**config.mk**
```make
export PLATFORM = sky130hd
export DESIGN_NAME = accAluCore
export DESIGN_NICKNAME = d
export VERILOG_FILES = /design/src/rtl/accAluPkg.sv /design/src/rtl/accAluCtrl.sv /design/src/rtl/accAluDatapath.sv /design/src/rtl/accAluCore.sv
export SDC_FILE = /design/constraint.sdc
export NUM_CORES = 1
export LEC_CHECK = 0
export BUFFER_PORTS_ARGS = -buffer_cell sky130_fd_sc_hd__buf_2
export CORE_MARGIN = 2
export CORE_UTILIZATION = 38
export DETAILED_ROUTE_END_ITERATION = 12
export GPL_ROUTABILITY_DRIVEN = 0
export PLACE_DENSITY = 0.57
export SLEW_MARGIN = 20
export SYNTH_ARGS = -nofsm -noshare
export SYNTH_HDL_FRONTEND = slang
export SYNTH_SLANG_ARGS = --single-unit
```
**constraint.sdc**
```tcl
create_clock -name clk -period 11.2 [get_ports clk]
set_clock_uncertainty 0.1 [all_clocks]
set_input_delay 0.56 -clock clk [delete_from_list [all_inputs] [get_ports clk]]
set_output_delay 0.56 -clock clk [all_outputs]
set_load 0.02 [all_outputs]
```
**src/rtl/accAluPkg.sv**
```systemverilog
package accAluPkg;
  localparam int DATA_W = 8;
  localparam int HALF_W = DATA_W / 2;
  localparam int OP_W   = 5;
  localparam int FLAG_W = 4;
  // flag vector bit positions {H,N,Z,C}
  localparam int FH = 3;
  localparam int FN = 2;
  localparam int FZ = 1;
  localparam int FC = 0;

  localparam logic [OP_W-1:0] OP_ADD = 5'd0,  OP_ADC = 5'd1,  OP_SUB = 5'd2,
                              OP_SBC = 5'd3,  OP_CMP = 5'd4,  OP_AND = 5'd5,
                              OP_ORA = 5'd6,  OP_EOR = 5'd7,  OP_BIT = 5'd8,
                              OP_COM = 5'd9,  OP_NEG = 5'd10, OP_INC = 5'd11,
                              OP_DEC = 5'd12, OP_CLR = 5'd13, OP_TST = 5'd14,
                              OP_ASL = 5'd15, OP_ASR = 5'd16, OP_LSR = 5'd17,
                              OP_ROL = 5'd18, OP_ROR = 5'd19, OP_MUL = 5'd20;

  typedef enum logic [2:0] {SRC_ADDER, SRC_LOGIC, SRC_SHIFT, SRC_MUL, SRC_ZERO} srcSelT;
  typedef enum logic [1:0] {ASEL_ACC, ASEL_OPND, ASEL_ZERO} aSelT;
  typedef enum logic [1:0] {BSEL_OPND, BSEL_ONE, BSEL_ZERO} bSelT;
  typedef enum logic [1:0] {CIN_ZERO, CIN_ONE, CIN_C, CIN_NOTC} cinSelT;
  typedef enum logic [1:0] {LOG_AND, LOG_OR, LOG_XOR, LOG_NOT} logicOpT;
  typedef enum logic [2:0] {SH_ASL, SH_ASR, SH_LSR, SH_ROL, SH_ROR} shiftOpT;

  typedef struct packed {
    srcSelT            srcSel;
    aSelT              aSel;
    bSelT              bSel;
    logic              invB;
    cinSelT            cinSel;
    logic              isSub;
    logicOpT           logicOp;
    shiftOpT           shiftOp;
    logic [FLAG_W-1:0] mask;
    logic              resWrite;
  } ctrlT;
endpackage

```
**src/rtl/accAluCtrl.sv**
```systemverilog
module accAluCtrl
  import accAluPkg::*;
(
  input  logic [OP_W-1:0] opSel,
  output ctrlT            ctrl
);
  localparam logic [FLAG_W-1:0] M_ALL = 4'b1111;
  localparam logic [FLAG_W-1:0] M_NZC = 4'b0111;
  localparam logic [FLAG_W-1:0] M_NZ  = 4'b0110;
  localparam logic [FLAG_W-1:0] M_HC  = 4'b1001;

  always_comb begin
    ctrl = '{srcSel: SRC_ADDER, aSel: ASEL_ACC, bSel: BSEL_OPND, invB: 1'b0,
             cinSel: CIN_ZERO, isSub: 1'b0, logicOp: LOG_AND, shiftOp: SH_ASL,
             mask: '0, resWrite: 1'b0};
    case (opSel)
      OP_ADD: begin ctrl.mask = M_ALL; ctrl.resWrite = 1'b1; end
      OP_ADC: begin ctrl.cinSel = CIN_C; ctrl.mask = M_ALL; ctrl.resWrite = 1'b1; end
      OP_SUB, OP_CMP: begin
        ctrl.invB = 1'b1; ctrl.cinSel = CIN_ONE; ctrl.isSub = 1'b1;
        ctrl.mask = M_NZC; ctrl.resWrite = (opSel == OP_SUB);
      end
      OP_SBC: begin
        ctrl.invB = 1'b1; ctrl.cinSel = CIN_NOTC; ctrl.isSub = 1'b1;
        ctrl.mask = M_NZC; ctrl.resWrite = 1'b1;
      end
      OP_AND, OP_BIT: begin
        ctrl.srcSel = SRC_LOGIC; ctrl.logicOp = LOG_AND;
        ctrl.mask = M_NZ; ctrl.resWrite = (opSel == OP_AND);
      end
      OP_ORA: begin ctrl.srcSel = SRC_LOGIC; ctrl.logicOp = LOG_OR;  ctrl.mask = M_NZ; ctrl.resWrite = 1'b1; end
      OP_EOR: begin ctrl.srcSel = SRC_LOGIC; ctrl.logicOp = LOG_XOR; ctrl.mask = M_NZ; ctrl.resWrite = 1'b1; end
      OP_COM: begin ctrl.srcSel = SRC_LOGIC; ctrl.logicOp = LOG_NOT; ctrl.mask = M_NZC; ctrl.resWrite = 1'b1; end
      OP_NEG: begin
        ctrl.aSel = ASEL_ZERO; ctrl.invB = 1'b1; ctrl.cinSel = CIN_ONE; ctrl.isSub = 1'b1;
        ctrl.mask = M_NZC; ctrl.resWrite = 1'b1;
      end
      OP_INC: begin ctrl.aSel = ASEL_OPND; ctrl.bSel = BSEL_ONE; ctrl.mask = M_NZ; ctrl.resWrite = 1'b1; end
      OP_DEC: begin
        ctrl.aSel = ASEL_OPND; ctrl.bSel = BSEL_ONE; ctrl.invB = 1'b1;
        ctrl.cinSel = CIN_ONE; ctrl.isSub = 1'b1; ctrl.mask = M_NZ; ctrl.resWrite = 1'b1;
      end
      OP_CLR: begin ctrl.srcSel = SRC_ZERO; ctrl.mask = M_NZ; ctrl.resWrite = 1'b1; end
      OP_TST: begin ctrl.aSel = ASEL_OPND; ctrl.bSel = BSEL_ZERO; ctrl.mask = M_NZ; end
      OP_ASL: begin ctrl.srcSel = SRC_SHIFT; ctrl.shiftOp = SH_ASL; ctrl.mask = M_NZC; ctrl.resWrite = 1'b1; end
      OP_ASR: begin ctrl.srcSel = SRC_SHIFT; ctrl.shiftOp = SH_ASR; ctrl.mask = M_NZC; ctrl.resWrite = 1'b1; end
      OP_LSR: begin ctrl.srcSel = SRC_SHIFT; ctrl.shiftOp = SH_LSR; ctrl.mask = M_NZC; ctrl.resWrite = 1'b1; end
      OP_ROL: begin ctrl.srcSel = SRC_SHIFT; ctrl.shiftOp = SH_ROL; ctrl.mask = M_NZC; ctrl.resWrite = 1'b1; end
      OP_ROR: begin ctrl.srcSel = SRC_SHIFT; ctrl.shiftOp = SH_ROR; ctrl.mask = M_NZC; ctrl.resWrite = 1'b1; end
      OP_MUL: begin ctrl.srcSel = SRC_MUL; ctrl.mask = M_HC; ctrl.resWrite = 1'b1; end
      default: ;
    endcase
  end
endmodule

```
**src/rtl/accAluDatapath.sv**
```systemverilog
module accAluDatapath
  import accAluPkg::*;
(
  input  ctrlT              ctrl,
  input  logic [DATA_W-1:0] accA,
  input  logic [DATA_W-1:0] opnd,
  input  logic              carryIn,
  output logic [DATA_W-1:0] result,
  output logic [DATA_W-1:0] resultHi,
  output logic [FLAG_W-1:0] flagVal
);
  logic [DATA_W-1:0]   aOp, bOp, bEff, logicRes, shiftRes;
  logic                cin, shiftC, addC, halfC, outC, outH;
  logic [DATA_W:0]     sum;
  logic [HALF_W:0]     lowSum;
  logic [2*DATA_W-1:0] product;

  always_comb begin
    case (ctrl.aSel)
      ASEL_OPND: aOp = opnd;
      ASEL_ZERO: aOp = '0;
      default:   aOp = accA;
    endcase
    case (ctrl.bSel)
      BSEL_ONE:  bOp = DATA_W'(1);
      BSEL_ZERO: bOp = '0;
      default:   bOp = opnd;
    endcase
    case (ctrl.cinSel)
      CIN_ONE:  cin = 1'b1;
      CIN_C:    cin = carryIn;
      CIN_NOTC: cin = ~carryIn;
      default:  cin = 1'b0;
    endcase
    bEff   = ctrl.invB ? ~bOp : bOp;
    sum    = {1'b0, aOp} + {1'b0, bEff} + {{DATA_W{1'b0}}, cin};
    lowSum = {1'b0, aOp[HALF_W-1:0]} + {1'b0, bEff[HALF_W-1:0]} + {{HALF_W{1'b0}}, cin};
    halfC  = lowSum[HALF_W];
    // subtraction carry is a borrow: inverted carry out
    addC   = ctrl.isSub ? ~sum[DATA_W] : sum[DATA_W];
  end

  always_comb begin
    case (ctrl.logicOp)
      LOG_OR:  logicRes = accA | opnd;
      LOG_XOR: logicRes = accA ^ opnd;
      LOG_NOT: logicRes = ~opnd;
      default: logicRes = accA & opnd;
    endcase
  end

  always_comb begin
    case (ctrl.shiftOp)
      SH_ASR:  begin shiftRes = {opnd[DATA_W-1], opnd[DATA_W-1:1]}; shiftC = opnd[0]; end
      SH_LSR:  begin shiftRes = {1'b0, opnd[DATA_W-1:1]};           shiftC = opnd[0]; end
      SH_ROL:  begin shiftRes = {opnd[DATA_W-2:0], carryIn};        shiftC = opnd[DATA_W-1]; end
      SH_ROR:  begin shiftRes = {carryIn, opnd[DATA_W-1:1]};        shiftC = opnd[0]; end
      default: begin shiftRes = {opnd[DATA_W-2:0], 1'b0};           shiftC = opnd[DATA_W-1]; end
    endcase
  end

  assign product = {{DATA_W{1'b0}}, accA} * {{DATA_W{1'b0}}, opnd};

  always_comb begin
    resultHi = '0;
    outH     = 1'b0;
    case (ctrl.srcSel)
      SRC_LOGIC: begin result = logicRes; outC = 1'b1; end
      SRC_SHIFT: begin result = shiftRes; outC = shiftC; end
      SRC_MUL:   begin result = product[DATA_W-1:0]; resultHi = product[2*DATA_W-1:DATA_W]; outC = 1'b0; end
      SRC_ZERO:  begin result = '0; outC = 1'b0; end
      default:   begin result = sum[DATA_W-1:0]; outC = addC; outH = halfC; end
    endcase
    flagVal[FH] = outH;
    flagVal[FN] = result[DATA_W-1];
    flagVal[FZ] = (result == '0);
    flagVal[FC] = outC;
  end
endmodule

```
**src/rtl/accAluCore.sv**
```systemverilog
module accAluCore
  import accAluPkg::*;
(
  input  logic        clk,
  input  logic        rstN,
  input  logic        execEn,
  input  logic [4:0]  opSel,
  input  logic [7:0]  accA,
  input  logic [7:0]  opnd,
  output logic [7:0]  result,
  output logic [7:0]  resultHi,
  output logic        resWrite,
  output logic [3:0]  flagWe,
  output logic [3:0]  ccr
);
  ctrlT              ctrl;
  logic [FLAG_W-1:0] flagVal;
  logic [FLAG_W-1:0] ccrQ;

  accAluCtrl ctrl_i (.opSel(opSel), .ctrl(ctrl));

  accAluDatapath dp_i (
    .ctrl(ctrl), .accA(accA), .opnd(opnd), .carryIn(ccrQ[FC]),
    .result(result), .resultHi(resultHi), .flagVal(flagVal)
  );

  always_ff @(posedge clk or negedge rstN) begin
    if (!rstN)       ccrQ <= '0;
    else if (execEn) ccrQ <= (ccrQ & ~ctrl.mask) | (flagVal & ctrl.mask);
  end

  assign ccr      = ccrQ;
  assign flagWe   = ctrl.mask;
  assign resWrite = ctrl.resWrite;

  AST_CCR_HOLD: assert property (@(posedge clk) disable iff (!rstN)
    !execEn |=> $stable(ccr));
  AST_CARRY_KEPT: assert property (@(posedge clk) disable iff (!rstN)
    (execEn && !flagWe[FC]) |=> (ccr[FC] == $past(ccr[FC])));
  AST_LOGIC_MASK: assert property (@(posedge clk) disable iff (!rstN)
    (opSel >= OP_AND && opSel <= OP_BIT) |-> (flagWe == 4'b0110));
  AST_CLR_FLAGS: assert property (@(posedge clk) disable iff (!rstN)
    (execEn && opSel == OP_CLR) |=> (ccr[FZ] && !ccr[FN]));
  AST_MUL_CLEAR: assert property (@(posedge clk) disable iff (!rstN)
    (execEn && opSel == OP_MUL) |=> (!ccr[FH] && !ccr[FC]));
  AST_NO_WRITEBACK: assert property (@(posedge clk) disable iff (!rstN)
    (opSel == OP_CMP || opSel == OP_BIT || opSel == OP_TST) |-> !resWrite);
  AST_UNDEF_IDLE: assert property (@(posedge clk) disable iff (!rstN)
    (opSel > OP_MUL) |-> (flagWe == '0 && !resWrite));
endmodule

```
==> flow_summary.html, run 1 <==
<table>
<tr><th>Metric</th><th>Value</th></tr>
<tr><th colspan="2">Hold path</th></tr>
<tr><td>Class of the tightest hold or removal check</td><td>primary input to asynchronous set/reset pin</td></tr>
<tr><th colspan="2">STA</th></tr>
<tr><td>Slew Limit Headroom</td><td>29.5%</td></tr>
<tr><td>Number of hold violations in the final report</td><td>0</td></tr>
<tr><td>Fin crit share</td><td>51.0%</td></tr>
<tr><td>Number of endpoints failing setup at the final stage</td><td>0</td></tr>
<tr><td>Sum Neg Setup Slack</td><td>0 ps</td></tr>
<tr><td>Worst-Margin Slew</td><td>1050 ps</td></tr>
<tr><td>Unrepaired setup endpoints after global routing</td><td>false</td></tr>
<tr><td>Worst Setup Slack, final</td><td>5490 ps</td></tr>
<tr><td>Final worst path period need</td><td>5710 ps</td></tr>
<tr><td>FMAX</td><td>0.175 GHz</td></tr>
<tr><td>Max-slew violations</td><td>0</td></tr>
<tr><th colspan="2">Place</th></tr>
<tr><td>Cells after DPL</td><td>713</td></tr>
<tr><td>Placed standard-cell area</td><td>4290 sq um</td></tr>
<tr><td>Post-Place Setup Slack</td><td>5430 ps</td></tr>
<tr><td>IO buf count</td><td>48</td></tr>
<tr><td>Final HPWL DP</td><td>9.35 mm</td></tr>
<tr><th colspan="2">Yosys</th></tr>
<tr><td>Most frequently used cell type in the post-synthesis netlist</td><td>sky130_fd_sc_hd__inv_1</td></tr>
<tr><td>Portion of synthesized cell area occupied by the leading cell type</td><td>19.4%</td></tr>
<tr><td>Cell type with the highest aggregate area in the netlist</td><td>sky130_fd_sc_hd__ha_1</td></tr>
<tr><td>Post-synthesis net count</td><td>677</td></tr>
<tr><td>Share of synthesized registers carrying an async set or reset</td><td>100%</td></tr>
<tr><td>Synthesized netlist cell count</td><td>553</td></tr>
<tr><td>Post-Syn Area</td><td>4000 sq um</td></tr>
<tr><td>Cell variety after synth</td><td>64</td></tr>
<tr><td>Most used DFF post-synth</td><td>sky130_fd_sc_hd__dfrtp_1</td></tr>
<tr><td>YS warnings</td><td>0</td></tr>
<tr><td>Cell types with the largest area share after synthesis</td><td>sky130_fd_sc_hd__ha_1, sky130_fd_sc_hd__fa_1, sky130_fd_sc_hd__inv_1</td></tr>
<tr><td>Fraction of the yosys area taken by sequential cells</td><td>2.50%</td></tr>
<tr><td>Per-instance average area after synthesis</td><td>7.23 sq um</td></tr>
<tr><td>Ranking of synthesized cells by instance count</td><td>sky130_fd_sc_hd__inv_1, sky130_fd_sc_hd__nand2_1, sky130_fd_sc_hd__nor2_1</td></tr>
<tr><td>Number of enable-type register cells in the synthesized netlist</td><td>0</td></tr>
<tr><td>Synth Register Bits</td><td>4</td></tr>
<tr><th colspan="2">Drt</th></tr>
<tr><td>Total Routed Length</td><td>11.2 mm</td></tr>
<tr><td>Routed wire length per instance</td><td>15.7 um</td></tr>
<tr><td>Detailed router's first-iteration violation count</td><td>174</td></tr>
<tr><td>Overall via count from detail_route</td><td>3,818</td></tr>
<tr><td>Total iterations of the first detailed-routing run</td><td>4</td></tr>
<tr><td>Ratio of routed vias to standard cells</td><td>5.33</td></tr>
<tr><td>Residual antenna-violating net count after detailed routing</td><td>0</td></tr>
<tr><td>Residual DRC</td><td>0</td></tr>
<tr><th colspan="2">Floorplan</th></tr>
<tr><td>Cell Rows</td><td>37</td></tr>
<tr><td>Effective utilization at floorplan</td><td>38.9%</td></tr>
<tr><td>Die height</td><td>107 um</td></tr>
<tr><td>Die area</td><td>11,400 sq um</td></tr>
<tr><td>Die X-Extent</td><td>107 um</td></tr>
<tr><td>Floorplan Core Area</td><td>10,300 sq um</td></tr>
<tr><td>I/O pin cnt</td><td>49</td></tr>
<tr><th colspan="2">Clock network</th></tr>
<tr><td>Clock sinks</td><td>4</td></tr>
<tr><td>Htree depth</td><td>1</td></tr>
<tr><td>Buffer cell driving the clock tree root</td><td>sky130_fd_sc_hd__clkbuf_8</td></tr>
<tr><td>Post_cts resized</td><td>0</td></tr>
<tr><td>Post CTS Setup Buffer Count</td><td>0</td></tr>
<tr><td># hold bufs at CTS</td><td>0</td></tr>
<tr><td>Clock Pin Slew Worst Setup and Hold Paths</td><td>30 ps</td></tr>
<tr><td>TritonCTS clock tree</td><td>yes</td></tr>
<tr><td>CTS max path bufs</td><td>2</td></tr>
<tr><td>Inserted Clock Buffers</td><td>3</td></tr>
<tr><td>Clock latency of the later-clocked register in the worst-skew pair</td><td>210 ps</td></tr>
<tr><th colspan="2">Global routing</th></tr>
<tr><td>First-pass GRT wire length</td><td>18.6 mm</td></tr>
<tr><td>Pin count of the biggest net entering global routing</td><td>28</td></tr>
<tr><td>Vias in the first global route</td><td>3,757</td></tr>
<tr><td>Overall fraction of global-route tracks in use</td><td>20.3%</td></tr>
<tr><td>Residual overflow from global routing</td><td>0</td></tr>
<tr><td>Initial antenna violation count</td><td>0</td></tr>
<tr><th colspan="2">Flow run</th></tr>
<tr><td>Maximum capacitance violations</td><td>0</td></tr>
<tr><th colspan="2">Cells and area</th></tr>
<tr><td>Layout-stage area growth over the synthesis result</td><td>8.23%</td></tr>
<tr><td>Final Non-Filler Cells</td><td>716</td></tr>
<tr><td>Fraction of final layout cells sized beyond drive strength 1</td><td>10.9%</td></tr>
<tr><td>Number of inserted filler cells in the final layout</td><td>1,080</td></tr>
<tr><td>Utilization after layout</td><td>42.1%</td></tr>
<tr><td>Design Area, Final</td><td>4330 sq um</td></tr>
<tr><td>Net count reported at finish</td><td>706</td></tr>
<tr><td>Diode count</td><td>0</td></tr>
<tr><th colspan="2">Power</th></tr>
<tr><td>Leakage power of the design</td><td>0.00226 uW</td></tr>
<tr><td>Power Density</td><td>102 nW/um^2</td></tr>
<tr><td>Worst voltage drop across the vdd grid</td><td>0.0000652 V</td></tr>
<tr><th colspan="2">Critical path</th></tr>
<tr><td>Arrival time of data at the critical path endpoint</td><td>5050 ps</td></tr>
<tr><td>WS Path Type</td><td>primary input to output port</td></tr>
<tr><td>Largest fanout of any net on the critical path</td><td>11</td></tr>
<tr><td>Worst Setup Start Kind</td><td>primary input</td></tr>
<tr><td>Endpoint class of the critical path</td><td>output port</td></tr>
<tr><td>Req. time, crit path</td><td>10,540 ps</td></tr>
<tr><td>Slack of the worst reg-to-reg path</td><td>7350 ps</td></tr>
<tr><th colspan="2">Status</th></tr>
<tr><td>Outcome</td><td>finished, final reports clean</td></tr>
</table>
==> report_power, final <==
| part | internal, uW | switching (uW) | total, uW |
|---|---|---|---|
| Clock | 22.9 | 7.04 | 29.9 |
| Combinational | 158 | 230 | 388 |
| Sequential | 18.3 | 3.59 | 21.9 |
| Total | 199 | 240 | 440 |
==> logic make-up after synthesis <==
logic type | synth area share (%)
AND/OR/NAND/NOR | 21.4
buffers and inverters | 12.4
AO/OA/AOI/OAI | 18.2
adder cells (fa/ha/maj) | 38.4
XOR/XNOR | 5.04
multiplexers | 2.07
flip-flops | 2.50
==> cell type report <==
cell class,count,area (sq um),area share [%]
clock buffer,3,41.3,0.954
inverter,97,364,8.41
multi-input combinational,427,3400,78.7
sequential,4,100,2.31
tap,136,170,3.93
timing repair buffer,49,248,5.72
==> stage by stage <==
| stage | total power (uW) | hold slack, ps |
|---|---|---|
| final | 440 | 45.0 |
| after global routing | 500 | 45.1 |
| after floorplan | 324 | 164 |
| after global placement | 408 | 264 |
| after CTS | 446 | 42.1 |
| after detailed placement | 412 | 269 |
==> worst paths after layout <==
| path | cells after the start | start | end |
|---|---|---|---|
| setup / recovery | 19 | opnd[3] | resultHi[6] |
| hold / removal | 1 | rstN | asynchronous set/reset pin |
| setup reg to reg | 15 | register | register |
| hold reg to reg | 2 | register | register |
| max in group asynchronous | 1 | rstN | asynchronous set/reset pin |
| min in group clk | 2 | register | register |
==> critical path, stage by stage <==
cell,delay [ps]
sky130_fd_sc_hd__buf_2,220
sky130_fd_sc_hd__ha_1,220
sky130_fd_sc_hd__inv_1,60
sky130_fd_sc_hd__fa_1,490
sky130_fd_sc_hd__inv_1,40
sky130_fd_sc_hd__ha_1,260
sky130_fd_sc_hd__inv_1,50
sky130_fd_sc_hd__fa_1,500
sky130_fd_sc_hd__fa_1,540
sky130_fd_sc_hd__inv_1,40
sky130_fd_sc_hd__ha_1,320
sky130_fd_sc_hd__o21ai_0,80
sky130_fd_sc_hd__o21ba_2,180
sky130_fd_sc_hd__o21a_1,190
sky130_fd_sc_hd__o41ai_1,430
sky130_fd_sc_hd__o21ai_0,240
sky130_fd_sc_hd__a31oi_1,250
sky130_fd_sc_hd__mux2i_1,200
sky130_fd_sc_hd__buf_2,180
==> placed cells by master, fill, tap and decap left out, types with 3 or more instances in the layout <==
| master | count |
|---|---|
| sky130_fd_sc_hd__o21a_1 | 4 |
| sky130_fd_sc_hd__o22a_1 | 3 |
| sky130_fd_sc_hd__o21ai_0 | 21 |
| sky130_fd_sc_hd__o211ai_1 | 4 |
| sky130_fd_sc_hd__xnor2_1 | 16 |
| sky130_fd_sc_hd__nand2b_1 | 7 |
| sky130_fd_sc_hd__a21oi_1 | 25 |
| sky130_fd_sc_hd__clkbuf_8 | 3 |
| sky130_fd_sc_hd__nor3_1 | 6 |
| sky130_fd_sc_hd__ha_1 | 62 |
| sky130_fd_sc_hd__nand2_1 | 71 |
| sky130_fd_sc_hd__a31oi_1 | 7 |
| sky130_fd_sc_hd__mux2i_1 | 6 |
| sky130_fd_sc_hd__nand3b_1 | 3 |
| sky130_fd_sc_hd__or2_2 | 3 |
| sky130_fd_sc_hd__inv_1 | 96 |
| sky130_fd_sc_hd__nor2b_1 | 4 |
| sky130_fd_sc_hd__fa_1 | 38 |
| sky130_fd_sc_hd__dfrtp_1 | 4 |
| sky130_fd_sc_hd__a22oi_1 | 4 |
| sky130_fd_sc_hd__buf_2 | 48 |
| sky130_fd_sc_hd__nand3_1 | 7 |
| sky130_fd_sc_hd__xor2_1 | 7 |
| sky130_fd_sc_hd__a21o_1 | 5 |
| sky130_fd_sc_hd__and2_1 | 5 |
| sky130_fd_sc_hd__o31ai_1 | 3 |
| sky130_fd_sc_hd__a2bb2oi_1 | 5 |
| sky130_fd_sc_hd__nor2_1 | 65 |
| sky130_fd_sc_hd__a211oi_1 | 5 |
==> routing by layer <==
layer  global-route usage (%)  up-vias  wire length [um]
met5                        0        -                 0
met4                     5.57        0               278
met3                     1.46       22               494
met2                     34.8      109              5310
met1                     27.7     1814              5150
li1                         -     1873                 -
Power figures use the tool's default switching activity.
==> run 2, diff against run 1 <==
--- a/config.mk
+++ b/config.mk
@@ -10,7 +10,7 @@
 export CORE_UTILIZATION = 38
 export DETAILED_ROUTE_END_ITERATION = 12
 export GPL_ROUTABILITY_DRIVEN = 0
-export PLACE_DENSITY = 0.57
+export PLACE_DENSITY = 0.59
 export SLEW_MARGIN = 20
 export SYNTH_ARGS = -nofsm -noshare
 export SYNTH_HDL_FRONTEND = slang
==> constraint.sdc (replaced) <==
create_clock -name clk -period 5 [get_ports clk]
set_clock_uncertainty 0.1 [all_clocks]
set_input_delay 0.25 -clock clk [delete_from_list [all_inputs] [get_ports clk]]
set_output_delay 0.25 -clock clk [all_outputs]
set_load 0.02 [all_outputs]
==> run 2 against run 1 <==
  * Critical path depth fell by 1
  * First-iteration DRC count rose by 48%
  * Setup slack got worse by 5300 ps
  * Via count rose by 2.0%
  * Wire length rose by 1.6%
  * Critical path type unchanged
  * Critical endpoint is now resultHi[7]
==> flow_summary.html, run 2 (synthesis results as in run 1) <==
<table>
<tr><th>Metric</th><th>Value</th></tr>
<tr><th colspan="2">Clock network</th></tr>
<tr><td>Htree depth</td><td>1 (unchanged)</td></tr>
<tr><td>Clock Pin Slew Worst Setup and Hold Paths</td><td>30 ps (about the same)</td></tr>
<tr><td>CTS max path bufs</td><td>2 (unchanged)</td></tr>
<tr><td>Clock latency of the later-clocked register in the worst-skew pair</td><td>210 ps (about the same)</td></tr>
<tr><td>Inserted Clock Buffers</td><td>3 (unchanged)</td></tr>
<tr><td>Clock sinks</td><td>4 (unchanged)</td></tr>
<tr><td>Buffer cell driving the clock tree root</td><td>sky130_fd_sc_hd__clkbuf_8</td></tr>
<tr><td>TritonCTS clock tree</td><td>yes</td></tr>
<tr><th colspan="2">Critical path</th></tr>
<tr><td>Largest fanout of any net on the critical path</td><td>6 (-5)</td></tr>
<tr><td>WS Path Type</td><td>primary input to output port</td></tr>
<tr><td>Critical path origin</td><td>opnd[7]</td></tr>
<tr><td>Slack of the worst reg-to-reg path</td><td>1210 ps (-6140 ps)</td></tr>
<tr><td>Req. time, crit path</td><td>4650 ps (-5890 ps)</td></tr>
<tr><td>Depth of the most critical reg-to-reg path</td><td>15 (unchanged)</td></tr>
<tr><td>Worst Setup Start Kind</td><td>primary input</td></tr>
<tr><td>Endpoint class of the critical path</td><td>output port</td></tr>
<tr><td>Arrival time of data at the critical path endpoint</td><td>4420 ps (-630 ps)</td></tr>
<tr><th colspan="2">Floorplan</th></tr>
<tr><td>Cell Rows</td><td>37 (unchanged)</td></tr>
<tr><td>Die area</td><td>11,400 sq um (unchanged)</td></tr>
<tr><td>Die X-Extent</td><td>107 um (unchanged)</td></tr>
<tr><td>I/O pin cnt</td><td>49 (unchanged)</td></tr>
<tr><td>Effective utilization at floorplan</td><td>38.9% (unchanged)</td></tr>
<tr><td>Floorplan Core Area</td><td>10,300 sq um (unchanged)</td></tr>
<tr><td>Die height</td><td>107 um (unchanged)</td></tr>
<tr><th colspan="2">Power</th></tr>
<tr><td>Sequential power share</td><td>4.6% (-0.4 points)</td></tr>
<tr><td>Worst voltage drop across the vdd grid</td><td>0.000256 V (+290%)</td></tr>
<tr><td>Cell-internal power</td><td>485 uW (+140%)</td></tr>
<tr><td>Net Switching</td><td>572 uW (+140%)</td></tr>
<tr><td>Leakage power of the design</td><td>0.00236 uW (+4.5%)</td></tr>
<tr><td>Power Density</td><td>233 nW/um^2 (+130%)</td></tr>
<tr><td>Clock power frac</td><td>6.4% (-0.4 points)</td></tr>
<tr><td>Switching fraction of total power</td><td>54.1% (-0.57 points)</td></tr>
<tr><td>Combinational group share of total power</td><td>88.9% (+0.7 points)</td></tr>
<tr><th colspan="2">Global routing</th></tr>
<tr><td>Overall fraction of global-route tracks in use</td><td>20.8% (+0.50 points)</td></tr>
<tr><td>Initial antenna violation count</td><td>0 (unchanged)</td></tr>
<tr><td>Vias in the first global route</td><td>3,902 (+3.9%)</td></tr>
<tr><td>First-pass GRT wire length</td><td>19.3 mm (+3.5%)</td></tr>
<tr><td>Residual overflow from global routing</td><td>0 (unchanged)</td></tr>
<tr><td>Pin count of the biggest net entering global routing</td><td>28 (unchanged)</td></tr>
<tr><th colspan="2">Drt</th></tr>
<tr><td>Ratio of routed vias to standard cells</td><td>5.28 (-1.0%)</td></tr>
<tr><td>Residual DRC</td><td>0 (unchanged)</td></tr>
<tr><td>Routed wire length per instance</td><td>15.5 um (-1.5%)</td></tr>
<tr><td>Overall via count from detail_route</td><td>3,894 (+2.0%)</td></tr>
<tr><td>Residual antenna-violating net count after detailed routing</td><td>0 (unchanged)</td></tr>
<tr><td>Detailed router's first-iteration violation count</td><td>257 (+48%)</td></tr>
<tr><td>Total iterations of the first detailed-routing run</td><td>4 (unchanged)</td></tr>
<tr><td>Total Routed Length</td><td>11.4 mm (+1.6%)</td></tr>
<tr><th colspan="2">STA</th></tr>
<tr><td>Number of endpoints failing setup at the final stage</td><td>0 (unchanged)</td></tr>
<tr><td>FMAX</td><td>0.210 GHz</td></tr>
<tr><td>Max-slew violations</td><td>0 (unchanged)</td></tr>
<tr><td>Worst-Margin Slew</td><td>650 ps (-403 ps)</td></tr>
<tr><td>Unrepaired setup endpoints after global routing</td><td>false</td></tr>
<tr><td>Fin crit share</td><td>95.5%</td></tr>
<tr><td>Worst Setup Slack, final</td><td>227 ps (-5260 ps)</td></tr>
<tr><td>Final worst path period need</td><td>4770 ps</td></tr>
<tr><td>Sum Neg Setup Slack</td><td>0 ps (unchanged)</td></tr>
<tr><td>Number of hold violations in the final report</td><td>0 (unchanged)</td></tr>
<tr><td>Slew Limit Headroom</td><td>56.5% (+27 points)</td></tr>
<tr><th colspan="2">Place</th></tr>
<tr><td>IO buf count</td><td>48 (unchanged)</td></tr>
<tr><td>Post-Place Setup Slack</td><td>71.8 ps (-5360 ps)</td></tr>
<tr><td>Cells after DPL</td><td>734 (+2.9%)</td></tr>
<tr><td>Final HPWL DP</td><td>9.65 mm (+3.2%)</td></tr>
<tr><th colspan="2">Cells and area</th></tr>
<tr><td>Utilization after layout</td><td>44.1% (+1.9 points)</td></tr>
<tr><td>Final Non-Filler Cells</td><td>738 (+3.1%)</td></tr>
<tr><td>Most frequent standard cell in the layout excluding fill and tap cells</td><td>sky130_fd_sc_hd__inv_1</td></tr>
<tr><td>Layout-stage area growth over the synthesis result</td><td>13.2%</td></tr>
<tr><td>Multi-input combinational cell area</td><td>3430 sq um (+0.85%)</td></tr>
<tr><td>Fraction of final layout cells sized beyond drive strength 1</td><td>15.1% (+4.3 points)</td></tr>
<tr><td>Diode count</td><td>0 (unchanged)</td></tr>
<tr><td>Number of inserted filler cells in the final layout</td><td>1,079 (-0.093%)</td></tr>
<tr><td>Leading cell types in the layout, fill and taps excluded</td><td>sky130_fd_sc_hd__inv_1, sky130_fd_sc_hd__nand2_1, sky130_fd_sc_hd__nor2_1</td></tr>
<tr><td>Sequential Area</td><td>100 sq um (unchanged)</td></tr>
<tr><td>Net count reported at finish</td><td>728 (+3.1%)</td></tr>
<tr><th colspan="2">Flow run</th></tr>
<tr><td>Maximum capacitance violations</td><td>0 (unchanged)</td></tr>
<tr><th colspan="2">Status</th></tr>
<tr><td>Outcome</td><td>finished, final reports clean</td></tr>
<tr><th colspan="2">Hold path</th></tr>
<tr><td>Instance count along the most critical hold path</td><td>3</td></tr>
<tr><td>Start point of the worst min-delay path</td><td>execEn</td></tr>
<tr><td>Class of the tightest hold or removal check</td><td>primary input to register</td></tr>
</table>
-- run 2: cell types whose count changed in the layout (fill, tap and decap cells not counted), sizes merged --
| cell | before | now |
|---|---|---|
| inv | 96 | 95 |
| dlygate4sd3 | 0 | 1 |
| buf | 49 | 70 |
| clkinvlp | 0 | 1 |
-- run 2: worst max path at each step --
stage                             end  slack (ps)  depth (start not counted)
after floorplan           resultHi[6]         170                         17
after global placement    resultHi[7]         120                         18
after detailed placement  resultHi[6]          70                         20
after CTS                 resultHi[6]          60                         20
after global routing      resultHi[5]           9                         18
final                     resultHi[7]         230                         18
-- run 2: critical path, stage by stage --
cell                       delay (ps)
sky130_fd_sc_hd__buf_2            170
sky130_fd_sc_hd__nand2_1          100
sky130_fd_sc_hd__fa_1             540
sky130_fd_sc_hd__fa_1             550
sky130_fd_sc_hd__inv_1             50
sky130_fd_sc_hd__fa_1             530
sky130_fd_sc_hd__inv_1             50
sky130_fd_sc_hd__fa_1             530
sky130_fd_sc_hd__inv_1             40
sky130_fd_sc_hd__ha_1             340
sky130_fd_sc_hd__and2_1           170
sky130_fd_sc_hd__a311oi_2         300
sky130_fd_sc_hd__o21ai_1          140
sky130_fd_sc_hd__nand4_1          150
sky130_fd_sc_hd__a31oi_1          110
sky130_fd_sc_hd__xnor2_1          140
sky130_fd_sc_hd__nor2_1            80
sky130_fd_sc_hd__buf_2            180
-- run 2: power groups by stage --
stage	clock network, uW	logic (uW)	registers, uW
after floorplan	0	671	53.9
after global placement	0	890	49.1
after detailed placement	0	910	49.5
after CTS	69.6	918	49.1
after global routing	71.5	1070	50.3
final	68.0	940	49.1
-- run 2: area by class of cell --
class,count,share of cell area [%]
timing repair buffer,71,9.17
multi-input combinational,427,75.8
inverter,97,8.12
sequential,4,2.21
tap,136,3.76
clock buffer,3,0.912
-- run 2: per-stage QoR --
| stage | hold slack (ps) | cell area [sq um] | power, uW |
|---|---|---|---|
| after floorplan | -146 | 4000 | 725 |
| after global placement | -45.7 | 4440 | 939 |
| after detailed placement | -41.3 | 4440 | 960 |
| after CTS | 241 | 4500 | 1040 |
| after global routing | 250 | 4530 | 1200 |
| final | 239 | 4530 | 1060 |
-- run 2: what timing repair did --
action                                  in CTS  in global routing
hold endpoints to repair                     4                  0
hold buffers                                 1                  0
endpoints found under the setup margin       0                  5
resized for setup                            0                  9
buffers inserted                             0                  0
-- run 2: per-layer routing --
layer / vias to the layer above / global-route usage (%) / share of wire [%]
met4: 0 / 4.82 / 1.6
met5: - / 0 / 0
met2: 130 / 34.8 / 46
met1: 1837 / 29.6 / 47
met3: 14 / 1.34 / 5.5
li1: 1913 / - / -
